## src/rtl/memop_alu_pkg.sv

```systemverilog
package memop_alu_pkg;

    typedef enum logic [1:0] {
        OP_XOR = 2'd0,
        OP_CMP = 2'd1,
        OP_INC = 2'd2,
        OP_DEC = 2'd3
    } mop_e;

    typedef struct packed {
        logic s;
        logic z;
        logic h;
        logic pv;
        logic n;
        logic c;
    } stat_t;

    localparam int FLAG_W = 8;
    localparam int S_BIT  = 7;
    localparam int Z_BIT  = 6;
    localparam int H_BIT  = 4;
    localparam int PV_BIT = 2;
    localparam int N_BIT  = 1;
    localparam int C_BIT  = 0;

    function automatic logic [FLAG_W-1:0] pack_stat(input stat_t st);
        logic [FLAG_W-1:0] b;
        b         = '0;
        b[S_BIT]  = st.s;
        b[Z_BIT]  = st.z;
        b[H_BIT]  = st.h;
        b[PV_BIT] = st.pv;
        b[N_BIT]  = st.n;
        b[C_BIT]  = st.c;
        return b;
    endfunction

endpackage

```

## src/rtl/memop_logic_unit.sv

```systemverilog
module memop_logic_unit #(
    parameter int W = 8
) (
    input  logic [W-1:0] a_i,
    input  logic [W-1:0] b_i,
    output logic [W-1:0] res_o,
    output logic         even_o
);
    logic [W-1:0] x;
    logic [W:0]   par_chain;

    assign par_chain[0] = 1'b0;
    generate
        for (genvar i = 0; i < W; i++) begin : g_bit
            assign x[i]             = a_i[i] ^ b_i[i];
            assign par_chain[i + 1] = par_chain[i] ^ x[i];
        end
    endgenerate

    assign res_o  = x;
    assign even_o = ~par_chain[W];

    // a zero result has no one bits, so it must report even parity
    always_comb begin
        if (x == '0) begin
            a_r3_zero_even : assert (even_o);
        end
    end
endmodule

```

## src/rtl/memop_addsub.sv

```systemverilog
module memop_addsub #(
    parameter int W = 8
) (
    input  logic [W-1:0] a_i,
    input  logic [W-1:0] b_i,
    input  logic         sub_i,
    output logic [W-1:0] res_o,
    output logic         nib_o,
    output logic         out_o,
    output logic         ovf_o
);
    localparam int LO_W = W / 2;
    localparam int HI_W = W - LO_W;

    logic [W-1:0]  bb;
    logic [LO_W:0] lo_sum;
    logic [HI_W:0] hi_sum;

    always_comb begin
        bb     = b_i ^ {W{sub_i}};
        lo_sum = {1'b0, a_i[LO_W-1:0]} + {1'b0, bb[LO_W-1:0]}
               + {{LO_W{1'b0}}, sub_i};
        hi_sum = {1'b0, a_i[W-1:LO_W]} + {1'b0, bb[W-1:LO_W]}
               + {{HI_W{1'b0}}, lo_sum[LO_W]};
        res_o  = {hi_sum[HI_W-1:0], lo_sum[LO_W-1:0]};
        nib_o  = lo_sum[LO_W] ^ sub_i;
        out_o  = hi_sum[HI_W] ^ sub_i;
        ovf_o  = (a_i[W-1] == bb[W-1]) && (res_o[W-1] != a_i[W-1]);
    end

    // on subtraction the outgoing borrow matches an unsigned magnitude test
    always_comb begin
        if (sub_i) begin
            a_r5_borrow_order : assert (out_o == (a_i < b_i));
        end
    end
endmodule

```

## src/rtl/memop_flag_reg.sv

```systemverilog
module memop_flag_reg
    import memop_alu_pkg::*;
(
    input  logic              clk,
    input  logic              rst,
    input  logic              load_i,
    input  stat_t             stat_i,
    output logic [FLAG_W-1:0] flags_o
);
    typedef struct packed {
        stat_t st;
    } freg_t;

    freg_t reg_d, reg_q;

    always_comb begin
        reg_d = reg_q;
        if (load_i) begin
            reg_d.st = stat_i;
        end
    end

    always_ff @(posedge clk) begin
        if (rst) begin
            reg_q <= '0;
        end else begin
            reg_q <= reg_d;
        end
    end

    assign flags_o = pack_stat(reg_q.st);

    // without a strobe the stored byte must not move
    a_r11_hold : assert property (@(posedge clk) disable iff (rst)
        !load_i |=> $stable(flags_o));

    // the first cycle after reset release shows a cleared byte
    a_r12_reset_clear : assert property (@(posedge clk) disable iff (rst)
        $fell(rst) |-> (flags_o == '0));
endmodule

```

## src/rtl/memop_alu.sv

```systemverilog
module memop_alu
    import memop_alu_pkg::*;
#(
    parameter int DATA_W = 8
) (
    input  logic              clk,
    input  logic              rst,
    input  logic [1:0]        op_sel,
    input  logic [DATA_W-1:0] acc_in,
    input  logic [DATA_W-1:0] opnd_in,
    input  logic [FLAG_W-1:0] flags_in,
    input  logic              flag_load,
    output logic [DATA_W-1:0] result_o,
    output logic              acc_we_o,
    output logic              mem_we_o,
    output logic [FLAG_W-1:0] flags_o
);
    typedef struct packed {
        logic [DATA_W-1:0] res;
        logic              acc_we;
        logic              mem_we;
        stat_t             st;
    } alu_out_t;

    mop_e              op;
    logic [DATA_W-1:0] x_res;
    logic              x_even;
    logic [DATA_W-1:0] as_a, as_b, as_res;
    logic              as_sub, as_nib, as_out, as_ovf;
    alu_out_t          alu_d;
    logic              unused_flag_bits;

    assign op               = mop_e'(op_sel);
    assign unused_flag_bits = ^{flags_in[FLAG_W-1:1]};

    // Compare subtracts operand from accumulator; inc/dec run the operand
    // through the same adder against a constant one.
    always_comb begin
        as_a   = (op == OP_CMP) ? acc_in : opnd_in;
        as_b   = (op == OP_CMP) ? opnd_in : {{(DATA_W-1){1'b0}}, 1'b1};
        as_sub = (op != OP_INC);
    end

    memop_logic_unit #(.W(DATA_W)) u_logic (
        .a_i    (acc_in),
        .b_i    (opnd_in),
        .res_o  (x_res),
        .even_o (x_even)
    );

    memop_addsub #(.W(DATA_W)) u_addsub (
        .a_i   (as_a),
        .b_i   (as_b),
        .sub_i (as_sub),
        .res_o (as_res),
        .nib_o (as_nib),
        .out_o (as_out),
        .ovf_o (as_ovf)
    );

    always_comb begin
        alu_d = '0;
        case (op)
            OP_XOR: begin
                alu_d.res    = x_res;
                alu_d.acc_we = 1'b1;
                alu_d.st.pv  = x_even;
            end
            OP_CMP: begin
                alu_d.res   = as_res;
                alu_d.st.h  = as_nib;
                alu_d.st.pv = as_ovf;
                alu_d.st.n  = 1'b1;
                alu_d.st.c  = as_out;
            end
            OP_INC: begin
                alu_d.res    = as_res;
                alu_d.mem_we = 1'b1;
                alu_d.st.h   = as_nib;
                alu_d.st.pv  = as_ovf;
                alu_d.st.c   = flags_in[C_BIT];
            end
            default: begin
                alu_d.res    = as_res;
                alu_d.mem_we = 1'b1;
                alu_d.st.h   = as_nib;
                alu_d.st.pv  = as_ovf;
                alu_d.st.n   = 1'b1;
                alu_d.st.c   = flags_in[C_BIT];
            end
        endcase
        alu_d.st.s = alu_d.res[DATA_W-1];
        alu_d.st.z = (alu_d.res == '0);
    end

    memop_flag_reg u_flags (
        .clk     (clk),
        .rst     (rst),
        .load_i  (flag_load),
        .stat_i  (alu_d.st),
        .flags_o (flags_o)
    );

    assign result_o = alu_d.res;
    assign acc_we_o = alu_d.acc_we;
    assign mem_we_o = alu_d.mem_we;

    // at most one destination is written in any cycle
    always_comb begin
        a_r1_single_dest : assert (!(acc_we_o && mem_we_o));
    end

    // compare never writes anything
    a_r1_cmp_silent : assert property (@(posedge clk) disable iff (rst)
        (op_sel == 2'd1) |-> (!acc_we_o && !mem_we_o));

    // a loaded inc/dec leaves the incoming carry in the register
    a_r9_carry_kept : assert property (@(posedge clk) disable iff (rst)
        (flag_load && op_sel[1]) |=> (flags_o[0] == $past(flags_in[0])));

    // unused flag positions stay clear after any update
    a_r10_gaps_clear : assert property (@(posedge clk) disable iff (rst)
        flag_load |=> (flags_o[5] == 1'b0 && flags_o[3] == 1'b0));
endmodule

```

## config.mk

```make
export PLATFORM = sky130hd
export DESIGN_NAME = memop_alu
export DESIGN_NICKNAME = d
export VERILOG_FILES = /design/src/rtl/memop_alu_pkg.sv /design/src/rtl/memop_logic_unit.sv /design/src/rtl/memop_addsub.sv /design/src/rtl/memop_flag_reg.sv /design/src/rtl/memop_alu.sv
export SDC_FILE = /design/constraint.sdc
export NUM_CORES = 1
export LEC_CHECK = 0
export ABC_AREA = 1
export BUFFER_PORTS_ARGS = -buffer_cell sky130_fd_sc_hd__buf_2
export CORE_MARGIN = 5
export CORE_UTILIZATION = 50
export CTS_CLUSTER_SIZE = 40
export DETAILED_ROUTE_END_ITERATION = 6
export PLACE_DENSITY = 0.81
export SYNTH_ARGS = -nofsm -noshare
export SYNTH_HDL_FRONTEND = slang
export SYNTH_SLANG_ARGS = --single-unit
```

## constraint.sdc

```tcl
create_clock -name clk -period 3.35 [get_ports clk]
set_input_delay 0.1675 -clock clk [delete_from_list [all_inputs] [get_ports clk]]
set_output_delay 0.1675 -clock clk [all_outputs]
set_load 0.1 [all_outputs]
```

==> flow_summary.json <==
{
  "status": "complete, no violations",
  "start_kind": "primary input",
  "final_area_mm2": 0.001514,
  "synthCells": 249,
  "grt_setup_unrepaired": "no",
  "drtIter0Drc": 85,
  "hp-class": "primary input to flip-flop",
  "max-cap-violations": 0,
  "largest_reg_flops": 6,
  "ioPinCount": 47,
  "fin_cells": 311,
  "gp_congestion": 0.8605,
  "totalPowerFinal_uw": 626.8,
  "finalMaxSlewViolations": 0,
  "worstSkewPairLatency_ns": 0.24,
  "fillers": 255,
  "drive_above_1_share_pct": 18.51,
  "grt_use_total_pct": 16.83,
  "layout_setup_ws_ns": 0.2281,
  "place_area_mm2": 0.001484,
  "viasPerCell": 4.768,
  "vdd_ir_drop_max_mv": 0.5614,
  "area_delta_synth_final_pct": 18.51,
  "hold_violations": 0,
  "clock_sinks": 6,
  "dieWidth_um": 60.55,
  "critPathKind": "primary input to primary output",
  "grt_pass1_vias": 1260,
  "synth_cell_types": 27,
  "tritoncts": "done",
  "max_freq_mhz": 320.3,
  "drc": 0,
  "wl_per_cell_um": 9.749,
  "antenna_found_initial": 0,
  "critPathArrivalTime_ns": 2.95,
  "p_leak_nw": 0.9760,
  "dieArea_mm2": 0.003666,
  "synth_edf_count": 0,
  "finalSetupTns_ns": 0,
  "cts_buffers": 3,
  "yosysSeqAreaShare_pct": 9.403,
  "finalCritPeriodShare_pct": 93.19,
  "core_area_mm2": 0.002455,
  "path_clk_slew_ns": 0.05,
  "cts_max_level": 1,
  "num_rows": 18,
  "antennaDiodeCount": 0,
  "synth_seq_cells": 6,
  "grt_pass1_wl_mm": 4.857,
  "final_nets": 321,
  "final_antenna_net_count": 0,
  "setup_violations": 0,
  "async_flop_share_pct": 0,
  "post-dp-hpwl_mm": 2.545,
  "dp.cells": 308,
  "grt_max_degree": 13,
  "die_y_um": 60.55,
  "required_ns": 3.18,
  "skew_ns": 0,
  "final_util_pct": 61.67,
  "grt_remaining_overflow": 0,
  "drt-pass1-iter-count": 4,
  "endpoint_kind": "primary output",
  "cts_root_buf": "clkbuf_4",
  "postSynthAreaPerCell_um2": 5.130,
  "synthTopCellsByArea": "nand2_1, inv_1, dfxtp_1",
  "yosysTopAreaCell": "nand2_1",
  "yosys_warnings": 0,
  "synth_top_area_share_pct": 33.50,
  "finalCriticalPeriod_ns": 3.122,
  "power_density_mw_per_mm2": 414.0,
  "worstPathMaxFanout": 9,
  "placement.setup.worst_slack_ns": 0.03896,
  "wirelength_mm": 3.032,
  "synth_flop_cell": "dfxtp_1",
  "start_util_pct": 52.04,
  "netlist_area_mm2": 0.001277,
  "clockBufferDepth": 2,
  "num_vias": 1483,
  "port_buffers": 37,
  "hold_ws_ns": 0.1108
}
==> critical path: stages <==
cell	delay, ns
buf_2	0.10
inv_1	0.09
nand2_2	0.13
nand2_1	0.08
o21ai_0	0.17
fa_2	0.45
a21oi_1	0.13
o21bai_1	0.12
fa_1	0.42
fa_1	0.43
or2_2	0.30
nand2_1	0.09
inv_1	0.05
buf_4	0.22
==> layer usage <==
metal	up-vias	track usage (%)	routed length, µm	share of wire, %
met2	39	31.33	1551	51
met1	631	20.31	1275	42
met5	-	0	0	0
met4	0	3.406	39	1.3
li1	809	-	-	-
met3	4	2.766	165	5.4
==> cell usage in the layout (no fill, tap or decap), drive strengths merged <==
cell	netlist	layout
and2	1	1
or2	2	2
clkbuf	2	3
inv	43	43
buf	11	42
ha	6	6
o21bai	1	1
nor2	13	13
nand2	114	114
xor2	1	1
a21oi	10	10
and3	1	1
nand3b	1	1
o21ai	19	19
nand3	10	10
conb	1	2
nand4	1	1
o211ai	1	1
dfxtp	6	6
fa	3	3
a211o	1	1
==> cells by family after synthesis <==
family	count (synthesis)	synth area share (%)
fa+ha+maj	9	10.58
xor+xnor	1	0.6857
flops	6	9.403
simple gates	143	44.86
buf+inv	57	20.67
other cells	1	0.2935
compound gates	32	13.52
==> Yosys cell counts (2+ instances only) <==
library cell / n
nand3_1: 10
o21ai_0: 17
nor2_1: 10
clkbuf_1: 2
inv_1: 43
nand2_1: 114
o21ai_1: 2
ha_1: 6
buf_4: 10
a21oi_1: 9
dfxtp_1: 6
fa_1: 3
nor2_2: 3
==> final timing paths <==
check	start	end	slack (ns)	depth (start not counted)
hold reg to reg	u_flags.flags_o[6]	u_flags.flags_o[6]	0.47	2
setup / recovery	op_sel[1]	result_o[5]	0.23	14
setup reg to reg	u_flags.flags_o[4]	u_flags.flags_o[4]	2.70	2
hold / removal	rst	u_flags.flags_o[6]	0.11	2
==> what timing repair did <==
item | CTS | global route
gates resized for setup | 0 | 5
setup endpoints to repair | 0 | 1
setup buffers | 0 | 0
hold buffers | 0 | 0
hold endpoints to repair | 0 | 0
==> layout make-up <==
| type | count | area, µm² | share of cell area [%] |
|---|---|---|---|
| Multi-Input combinational cell | 187 | 902.1 | 59.59 |
| Timing Repair Buffer | 42 | 270.3 | 17.85 |
| Inverter | 43 | 161.4 | 10.66 |
| Sequential cell | 6 | 120.1 | 7.934 |
| Tap cell | 30 | 37.54 | 2.479 |
| Clock buffer | 3 | 22.52 | 1.488 |
==> report_power, final <==
part	internal [mW]	total, mW	leakage (nW)	switching (mW)
Sequential	0.0770	0.0794	0.0495	0.00241
Combinational	0.130	0.483	0.913	0.353
Clock	0.0404	0.0648	0.0138	0.0244
Total	0.247	0.627	0.976	0.380
(Power assumes the default switching activity.)
